==> config.mk <==
export PLATFORM = sky130hd
export DESIGN_NAME = dbg_cmd_dispatch
export DESIGN_NICKNAME = d
export VERILOG_FILES = /design/src/rtl/dbg_pkg.sv /design/src/rtl/dbg_nibble_regs.sv /design/src/rtl/dbg_cmd_fsm.sv /design/src/rtl/dbg_cmd_dispatch.sv
export SDC_FILE = /design/constraint.sdc
export NUM_CORES = 1
export LEC_CHECK = 0
export BUFFER_PORTS_ARGS = -buffer_cell sky130_fd_sc_hd__buf_2
export CAP_MARGIN = 30
export CORE_MARGIN = 2
export CORE_UTILIZATION = 42
export DETAILED_ROUTE_END_ITERATION = 10
export PLACE_DENSITY = 0.79
export SYNTH_ARGS = -nofsm -noshare
export SYNTH_HDL_FRONTEND = slang
export SYNTH_SLANG_ARGS = --single-unit
==> constraint.sdc <==
create_clock -name clk -period 2.3 [get_ports clk]
set_input_delay 0.23 -clock clk [delete_from_list [all_inputs] [get_ports clk]]
set_output_delay 0.23 -clock clk [all_outputs]
set_load 0.03 [all_outputs]
==> src/rtl/dbg_pkg.sv <==
package dbg_pkg;
  localparam int NIB_W = 4;

  typedef enum logic [3:0] {
    C_PORT_WR    = 4'd0,
    C_FL_WR      = 4'd1,
    C_PORT_RD    = 4'd2,
    C_FL_RD      = 4'd3,
    C_ACC_RD     = 4'd4,
    C_PCFL_RD    = 4'd5,
    C_PC_RD      = 4'd6,
    C_HALT       = 4'd7,
    C_RUN        = 4'd8,
    C_STEP       = 4'd9,
    C_PC_CLR     = 4'd10,
    C_REG_CLR    = 4'd11,
    C_NOP        = 4'd12,
    C_PAGE_ERASE = 4'd13,
    C_PART_ERASE = 4'd14,
    C_AUX_SEL    = 4'd15
  } dbg_cmd_e;

  typedef enum logic [1:0] {TGT_LOCAL, TGT_CPU, TGT_FLASH} dbg_tgt_e;
  typedef enum logic [1:0] {CAP_NONE, CAP_CPU16, CAP_CPU8, CAP_FL8} dbg_cap_e;

  // Commands that may proceed while the CPU executes.
  function automatic logic runs_while_active(input logic [3:0] c);
    return (c == C_PORT_WR) || (c == C_PORT_RD) || (c == C_HALT) || (c == C_NOP);
  endfunction

  function automatic logic is_port_cmd(input logic [3:0] c);
    return (c == C_PORT_WR) || (c == C_PORT_RD);
  endfunction

  function automatic dbg_tgt_e target_of(input logic [3:0] c);
    case (c)
      C_FL_WR, C_FL_RD, C_PAGE_ERASE, C_PART_ERASE: return TGT_FLASH;
      C_NOP, C_AUX_SEL:                             return TGT_LOCAL;
      default:                                      return TGT_CPU;
    endcase
  endfunction

  function automatic dbg_cap_e capture_of(input logic [3:0] c);
    case (c)
      C_PORT_RD, C_ACC_RD, C_PC_RD: return CAP_CPU16;
      C_PCFL_RD:                    return CAP_CPU8;
      C_FL_RD:                      return CAP_FL8;
      default:                      return CAP_NONE;
    endcase
  endfunction
endpackage

==> src/rtl/dbg_nibble_regs.sv <==
module dbg_nibble_regs
  import dbg_pkg::*;
#(
  parameter int DATA_W = 16,
  parameter int ADDR_W = 16
) (
  input  logic              clk,
  input  logic              rst_n,
  input  logic              wr_en,
  input  logic [NIB_W-1:0]  wr_sel,
  input  logic [NIB_W-1:0]  wr_nib,
  input  logic              cap_en,
  input  logic [DATA_W-1:0] cap_mask,
  input  logic [DATA_W-1:0] cap_data,
  output logic [DATA_W-1:0] hold_q,
  output logic [ADDR_W-1:0] addr_q,
  output logic [NIB_W-1:0]  mode_q
);
  localparam int DATA_NIBS = DATA_W / NIB_W;
  localparam int ADDR_NIBS = ADDR_W / NIB_W;
  localparam int MODE_SEL  = DATA_NIBS + ADDR_NIBS + 1;

  // One lane per holding nibble; returned data overrides a host write.
  for (genvar g = 0; g < DATA_NIBS; g++) begin : g_hold
    logic [NIB_W-1:0] lane_q;
    always_ff @(posedge clk or negedge rst_n) begin
      if (!rst_n)
        lane_q <= '0;
      else if (cap_en && (|cap_mask[g*NIB_W +: NIB_W]))
        lane_q <= cap_data[g*NIB_W +: NIB_W];
      else if (wr_en && (wr_sel == NIB_W'(g)))
        lane_q <= wr_nib;
    end
    assign hold_q[g*NIB_W +: NIB_W] = lane_q;
  end

  for (genvar g = 0; g < ADDR_NIBS; g++) begin : g_addr
    logic [NIB_W-1:0] lane_q;
    always_ff @(posedge clk or negedge rst_n) begin
      if (!rst_n)
        lane_q <= '0;
      else if (wr_en && (wr_sel == NIB_W'(DATA_NIBS + g)))
        lane_q <= wr_nib;
    end
    assign addr_q[g*NIB_W +: NIB_W] = lane_q;
  end

  always_ff @(posedge clk or negedge rst_n) begin
    if (!rst_n)
      mode_q <= '0;
    else if (wr_en && (wr_sel == NIB_W'(MODE_SEL)))
      mode_q <= wr_nib;
  end
endmodule

==> src/rtl/dbg_cmd_fsm.sv <==
module dbg_cmd_fsm
  import dbg_pkg::*;
(
  input  logic             clk,
  input  logic             rst_n,
  input  logic             cmd_wr,
  input  logic [NIB_W-1:0] cmd_code,
  input  logic             cpu_halted,
  input  logic             cpu_port_busy,
  input  logic             cpu_ack,
  input  logic             flash_ack,
  output logic             busy,
  output logic             cmd_err,
  output logic             aux_sel,
  output logic             cpu_req,
  output logic             flash_req,
  output logic [NIB_W-1:0] cur_cmd,
  output logic             ev_accept,
  output logic             ev_reject,
  output logic             cap_en,
  output dbg_cap_e         cap_kind
);
  typedef enum logic [1:0] {S_IDLE, S_ISSUE, S_WAIT} state_e;
  state_e   state_q;
  dbg_tgt_e cur_tgt;
  logic     cmd_take, issue_go, done;

  assign cmd_take  = cmd_wr && (state_q == S_IDLE);
  assign ev_accept = cmd_take && (cpu_halted || runs_while_active(cmd_code));
  assign ev_reject = cmd_take && !ev_accept;

  assign cur_tgt  = target_of(cur_cmd);
  // The CPU keeps priority on its ports: a debug port access waits.
  assign issue_go = (state_q == S_ISSUE) && !(is_port_cmd(cur_cmd) && cpu_port_busy);
  assign cpu_req  = issue_go && (cur_tgt == TGT_CPU);
  assign flash_req = issue_go && (cur_tgt == TGT_FLASH);
  assign done     = (state_q == S_WAIT) &&
                    ((cur_tgt == TGT_CPU) ? cpu_ack : flash_ack);
  assign cap_en   = done;
  assign cap_kind = capture_of(cur_cmd);
  assign busy     = (state_q != S_IDLE);

  always_ff @(posedge clk or negedge rst_n) begin
    if (!rst_n) begin
      state_q <= S_IDLE;
      cur_cmd <= '0;
      cmd_err <= 1'b0;
      aux_sel <= 1'b0;
    end else begin
      if (ev_accept) begin
        cur_cmd <= cmd_code;
        cmd_err <= 1'b0;
        if (target_of(cmd_code) != TGT_LOCAL) state_q <= S_ISSUE;
        if (cmd_code == C_HALT)         aux_sel <= 1'b0;
        else if (cmd_code == C_AUX_SEL) aux_sel <= 1'b1;
      end else if (ev_reject) begin
        cmd_err <= 1'b1;
      end
      if (issue_go) state_q <= S_WAIT;
      if (done)     state_q <= S_IDLE;
    end
  end
endmodule

==> src/rtl/dbg_cmd_dispatch.sv <==
module dbg_cmd_dispatch
  import dbg_pkg::*;
#(
  parameter int DATA_W   = 16,
  parameter int ADDR_W   = 16,
  parameter int PORT_W   = 4,
  parameter int FL_AW    = 12,
  parameter int FL_DW    = 8,
  parameter int PAGE_LSB = 6
) (
  input  logic              clk,
  input  logic              rst_n,
  input  logic              ser_valid,
  input  logic [NIB_W-1:0]  ser_addr,
  input  logic [NIB_W-1:0]  ser_data,
  input  logic              cpu_halted,
  input  logic              cpu_port_busy,
  output logic              cpu_req,
  output logic [NIB_W-1:0]  cpu_op,
  output logic [PORT_W-1:0] cpu_port,
  output logic [DATA_W-1:0] cpu_wdata,
  input  logic              cpu_ack,
  input  logic [DATA_W-1:0] cpu_rdata,
  output logic              flash_req,
  output logic [NIB_W-1:0]  flash_op,
  output logic [FL_AW-1:0]  flash_addr,
  output logic [FL_DW-1:0]  flash_wdata,
  output logic              flash_aux,
  input  logic              flash_ack,
  input  logic [FL_DW-1:0]  flash_rdata,
  output logic [DATA_W-1:0] hold_reg,
  output logic [ADDR_W-1:0] addr_reg,
  output logic [NIB_W-1:0]  mode_reg,
  output logic              busy,
  output logic              cmd_err
);
  localparam int CMD_SEL = DATA_W / NIB_W + ADDR_W / NIB_W;
  localparam logic [FL_AW-1:0] PAGE_MASK = {FL_AW{1'b1}} << PAGE_LSB;

  logic              cmd_wr, ev_accept, ev_reject, cap_en;
  logic [NIB_W-1:0]  cur_cmd;
  dbg_cap_e          cap_kind;
  logic [DATA_W-1:0] cap_mask, cap_data;

  assign cmd_wr = ser_valid && (ser_addr == NIB_W'(CMD_SEL));

  dbg_nibble_regs #(.DATA_W(DATA_W), .ADDR_W(ADDR_W)) u_regs (
    .clk(clk), .rst_n(rst_n),
    .wr_en(ser_valid), .wr_sel(ser_addr), .wr_nib(ser_data),
    .cap_en(cap_en), .cap_mask(cap_mask), .cap_data(cap_data),
    .hold_q(hold_reg), .addr_q(addr_reg), .mode_q(mode_reg)
  );

  dbg_cmd_fsm u_fsm (
    .clk(clk), .rst_n(rst_n),
    .cmd_wr(cmd_wr), .cmd_code(ser_data),
    .cpu_halted(cpu_halted), .cpu_port_busy(cpu_port_busy),
    .cpu_ack(cpu_ack), .flash_ack(flash_ack),
    .busy(busy), .cmd_err(cmd_err), .aux_sel(flash_aux),
    .cpu_req(cpu_req), .flash_req(flash_req), .cur_cmd(cur_cmd),
    .ev_accept(ev_accept), .ev_reject(ev_reject),
    .cap_en(cap_en), .cap_kind(cap_kind)
  );

  // Returned data lanes: full word from the CPU, or the low byte only.
  always_comb begin
    cap_mask = '0;
    cap_data = '0;
    case (cap_kind)
      CAP_CPU16: begin cap_mask = '1; cap_data = cpu_rdata; end
      CAP_CPU8:  begin cap_mask[FL_DW-1:0] = '1; cap_data[FL_DW-1:0] = cpu_rdata[FL_DW-1:0]; end
      CAP_FL8:   begin cap_mask[FL_DW-1:0] = '1; cap_data[FL_DW-1:0] = flash_rdata; end
      default:   ;
    endcase
  end

  assign cpu_op      = cur_cmd;
  assign cpu_port    = addr_reg[PORT_W-1:0];
  assign cpu_wdata   = hold_reg;
  assign flash_op    = cur_cmd;
  assign flash_wdata = hold_reg[FL_DW-1:0];
  assign flash_addr  = (cur_cmd == C_PAGE_ERASE) ? (addr_reg[FL_AW-1:0] & PAGE_MASK)
                                                 : addr_reg[FL_AW-1:0];
endmodule

# Yosys cells after proc, flatten, opt, wreduce, memory -nomap -nowiden
# Cells that the tools add are included.
# W data, S select, Z words.
# totals
out_inout_bits	89
in_bits	39
reg_bits	44
wordCells	129
# classes
reduce_logical	56
eq_ne	34
n_mux	26
# ops
cell	n
$eq A4 B4 Y1 const B	10
$eq A4 B3 Y1 const B	8
$mux W4	8
$eq A4 B2 Y1 const B	6
$mux W8	3
$reduce_or A4 Y1	6
$logic_and A1 B1 Y1	22
$pmux W8 S2	1
$reduce_bool A2 Y1	8
$eq A4 B1 Y1 const B	3
$logic_not A4 Y1	3
$mux W2	5
$eq A2 B2 Y1 const B	4
$pmux W2 S2	2
$eq A2 B1 Y1 const B	3
$mux W6	1
$pmux W2 S3	1
$reduce_bool A3 Y1	2
$reduce_or A2 Y1	3
$reduce_or A3 Y1	2
$logic_or A1 B1 Y1	5
$mux W1	5
$reduce_and A2 Y1	2
$logic_not A1 Y1	2
$logic_not A2 Y1	1

# Depth between registers and ports, before layout
# depth
word_depth	12
mapped_depth	9
mapped_depth_nobuf	7

# Modules after synthesis
# From an unflattened synthesis, not the netlist that was laid out.
# unflattened
cells_unflattened	279
area_unflattened_um2	2876.5
# modules_own_cells
mod	instances	cells_each	seq_area_each_um2	area_per_inst_um2
dbg_nibble_regs	1	147	900.9	1741.7
dbg_cmd_dispatch	1	80	0.0	613.1
dbg_cmd_fsm	1	52	200.2	521.8

# Worst setup path before layout
# No wires, ideal clock.
# synth_path
kind	reg2reg
startpoint	register u_fsm.cur_cmd[2]
endpoint	register u_regs.g_hold[0].lane_q[0]
required_time_ns	2.175
path_stages_with_launch	8
period_less_slack_ns	2.313
t_arrival_ns	2.188
setup_slack_ns	-0.013
setup_time_ns	0.125
path_cell_list	dfrtp_1 -> buf_4 -> nor2_1 -> a211oi_1 -> inv_1 -> ha_1 -> a2111oi_4 -> mux2_2
# synth_between
elab_chain_len	9
word_cells_on_any_way	29
classes_between	eq/ne: 14; mux: 6; reduce/logical: 9
# synth_lines
element	line_no	source
start, declared	dbg_cmd_fsm.sv:17	output logic [NIB_W-1:0] cur_cmd,
start signal, assigned	dbg_cmd_fsm.sv:51	cur_cmd <= cmd_code;
$eq A4 B3 Y1 or $eq A4 B2 Y1 (tied branches)	dbg_pkg.sv:44	case (c)
$reduce_or A3 Y1	dbg_pkg.sv:44	
$pmux W2 S3	dbg_pkg.sv:44	
$eq A2 B1 Y1 or $eq A2 B2 Y1 (tied branches)	dbg_cmd_dispatch.sv:69	case (cap_kind)
$reduce_or A3 Y1 (no line)	-	
$mux W8	dbg_cmd_dispatch.sv:69	
$reduce_or A4 Y1	dbg_nibble_regs.sv:29	else if (cap_en && (|cap_mask[g*NIB_W +: NIB_W]))
$logic_and A1 B1 Y1	dbg_nibble_regs.sv:29	
$mux W4 or $reduce_bool A2 Y1 (tied branches)	-	
end signal, assigned	dbg_nibble_regs.sv:30	lane_q <= cap_data[g*NIB_W +: NIB_W];
end signal, assigned	dbg_nibble_regs.sv:32	lane_q <= wr_nib;
end, declared	dbg_nibble_regs.sv:25	logic [NIB_W-1:0] lane_q;
# Several ways; a longest one is shown, not always the timed one.
# A chain may end at the register's enable or synchronous reset.

# Worst setup path in the final report
# layout_path
startpoint	register u_fsm.cur_cmd[1]
endpoint	register u_regs.g_hold[1].lane_q[3]
# layout_between
elab_chain_len	9
word_cells_on_any_way	29
classes_between	eq/ne: 14; mux: 6; reduce/logical: 9
# layout_lines
element	line_no
$eq A4 B3 Y1 or $eq A4 B2 Y1 (tied branches)	dbg_pkg.sv:44
$reduce_or A3 Y1	dbg_pkg.sv:44
$pmux W2 S3	dbg_pkg.sv:44
$eq A2 B1 Y1 or $eq A2 B2 Y1 (tied branches)	dbg_cmd_dispatch.sv:69
$reduce_or A3 Y1 (no line)	-
$mux W8	dbg_cmd_dispatch.sv:69
$reduce_or A4 Y1	dbg_nibble_regs.sv:29
$logic_and A1 B1 Y1	dbg_nibble_regs.sv:29
$mux W4 or $reduce_bool A2 Y1 (tied branches)	-
end signal, assigned	dbg_nibble_regs.sv:30
end signal, assigned	dbg_nibble_regs.sv:32
end, declared	dbg_nibble_regs.sv:25
# Several ways; a longest one is shown, not always the timed one.

==> results_dict.tcl <==
set metrics [dict create \
    cts_tree "built" \
    finClkSkew_ns 0.00443 \
    yosysSeqAreaShare_pct 41.6 \
    drv_cap 0 \
    drt_pre_antenna_iters 4 \
    ant_nets 0 \
    die_w_um 83.4 \
    cts_root_buffer "clkbuf_8" \
    timing.fmax_ghz 0.471 \
    power_density_nw_per_um2 1350 \
    final_area_sq_um 3210 \
    worstMarginPinSlew_ns 0.636 \
    grt_pass1_wl_um 10200 \
    yosysWarnings 0 \
    track_usage_pct 17.9 \
    via_per_inst 5.05 \
    tns_ns 0 \
    antenna_found_initial 0 \
    final_cell_mix "127 x buf_2, 55 x mux2_2, 43 x dfrtp_1, 15 x nor2_1, 8 x a22oi_1" \
    grt_max_degree 33 \
    drive_above_1_share_pct 62.8 \
    drt-total-wl_um 6110 \
    place_area_sq_um 3100 \
    cts_num_sinks 44 \
    synth_cells 229 \
    num_antenna_cells 0 \
    syn_area_per_cell_sq_um 11.6 \
    setup_ws_ns 0.177 \
    path_clk_slew_ns 0.09 \
    outcome "finished clean" \
    ys_async_sr_fraction_pct 100 \
    fin_cells 398 \
    hold_viol 0 \
    die_area_sq_um 6950 \
    insertion_delay_ns 0.29 \
    dpl.hpwl_um 4680 \
    rsz0062_at_grt "false" \
    post_drt_wl_per_cell_um 15.3 \
    synth-main-ff-cell "dfrtp_1" \
    start_util_pct 44.2 \
    fp.dieH_um 83.4 \
    hp-class "input pin to flip-flop" \
    overflow 0 \
    n_fill_cell 535 \
    synth-edff-count 0 \
    total_power_mw 4.33 \
    ir_worst_vdd_v 0.000735 \
    post_cts_resized 0 \
    final_common_cell "buf_2" \
    via_count 2011 \
    worstSetupStartpointType "flip-flop" \
    placed_cells 389 \
    grt_pass1_vias 2018 \
    synthesis.area_sq_um 2650 \
    post-route-period-util_pct 92.3 \
    rows 28 \
    syn_nets 272 \
    nets 365 \
    final_max_slew_viol_count 0 \
    synth_cell_types 38 \
    pre_cts_slack_ns 0.176 \
    design.core.area_sq_um 5990 \
    gp_congestion 0.727 \
    path_class "flip-flop to flip-flop" \
    endpoint_kind "flip-flop" \
    hold_ws_ns 0.162 \
    clockBufferDepth 2 \
    first_iter_violations 128 \
    cp_max_fo 8 \
    drc 0 \
    setup_viol 0 \
    pin_count 128 \
    htreeDepth 2 \
    cts_inserted_buffers 5 \
    leakagePower_nw 1.61 \
    fin_crit_ns 2.12 \
    crit_required_ns 2.48 \
    port_buffers 127 \
    slew_headroom_pct 57.2 \
    postLayoutCoreUtil_pct 53.6 \
    ys_seq_elements 44 \
    syn_to_final_growth_pct 21.4 \
    arrival_ns 2.31 \
]
metal layers:
layer	track usage [%]	routed length, um
met5	0	0
met4	3.13	38
met3	3.98	471
met2	30.4	2940
met1	23.6	2660
area by class of cell:
type	count	area, sq um	area share (%)
Multi-Input combinational cell	135	1210	37.8
Inverter	4	15.0	0.467
Clock buffer	6	82.6	2.57
Tap cell	75	93.8	2.92
Sequential cell	44	1100	34.3
Timing Repair Buffer	132	688	21.4
Clock inverter	2	15.0	0.467
critical path, cell delays in order, from the launching register on:
cell and delay [ns]:
dfrtp_1 0.49, nor2_1 0.10, a211oi_2 0.25, inv_1 0.11, ha_1 0.24, a2111oi_4 0.27, buf_4 0.22, mux2_2 0.35
cell families (layout without fill, tap and decap cells):
family	count (synthesis)	after routing	synth area share (%)
adder cells (fa/ha/maj)	4	4	1.89
AO/OA/AOI/OAI	17	17	5.82
multiplexers	58	58	24.7
buffers and inverters	50	144	12.7
AND/OR/NAND/NOR	54	54	12.7
XOR/XNOR	2	2	0.662
flip-flops	44	44	41.6
synth_stat cells (2+ instances only):
master    count  area share (%)
a21oi_1       2            0.38
buf_4        39              11
nand3b_1      6             1.7
o21ai_0       2            0.38
nand3_1       2            0.38
mux2_2       55              23
and2_1        7             1.7
nor3_1        3            0.57
dfrtp_1      44              42
nand2_1       5            0.71
nor2_1       15             2.1
ha_1          4             1.9
clkbuf_1      5            0.71
a22oi_1       8             2.3
mux2_1        3             1.3
nor3b_1       2            0.57
nand2b_1      3            0.71
inv_1         4            0.57
timing repair:
action | 4_1_cts | 5_1_grt
endpoints found under the setup margin | 0 | 0
endpoints found under the hold margin | 12 | 0
hold buffers | 1 | 0
buffers inserted | 0 | 0
state kept, by name (all words and copies together) (netlist names):
name                  count
u_regs.g_hold.lane_q     16
u_regs.mode_q             4
u_fsm.cur_cmd             4
u_fsm.aux_sel             1
u_fsm.cmd_err             1
u_regs.g_addr.lane_q     16
u_fsm.state_q             2
path summary, 6_finish.rpt:
kind                                                        start                                      to  slack [ns]  cells after the start
max in group asynchronous                                   rst_n            u_fsm.cur_cmd[2]$_DFFE_PN0P_        1.43                      3
min reg2reg                u_regs.g_addr[3].lane_q[0]$_DFFE_PN0P_  u_regs.g_addr[3].lane_q[0]$_DFFE_PN0P_        0.51                      1
min                                                 cpu_rdata[15]  u_regs.g_hold[3].lane_q[3]$_DFFE_PN0P_        0.16                      2
max reg2reg                          u_fsm.cur_cmd[1]$_DFFE_PN0P_  u_regs.g_hold[1].lane_q[3]$_DFFE_PN0P_        0.18                      7
min in group asynchronous                                   rst_n  u_regs.g_hold[1].lane_q[2]$_DFFE_PN0P_        0.38                      2
max                                  u_fsm.cur_cmd[1]$_DFFE_PN0P_  u_regs.g_hold[1].lane_q[3]$_DFFE_PN0P_        0.18                      7
power breakdown:
part,switching (mW),leakage [nW],internal [mW]
Sequential,0.229,0.546,1.03
Combinational,1.71,1.02,0.843
Clock,0.271,0.0434,0.243
No activity file was read; power rests on OpenSTA's default activity.
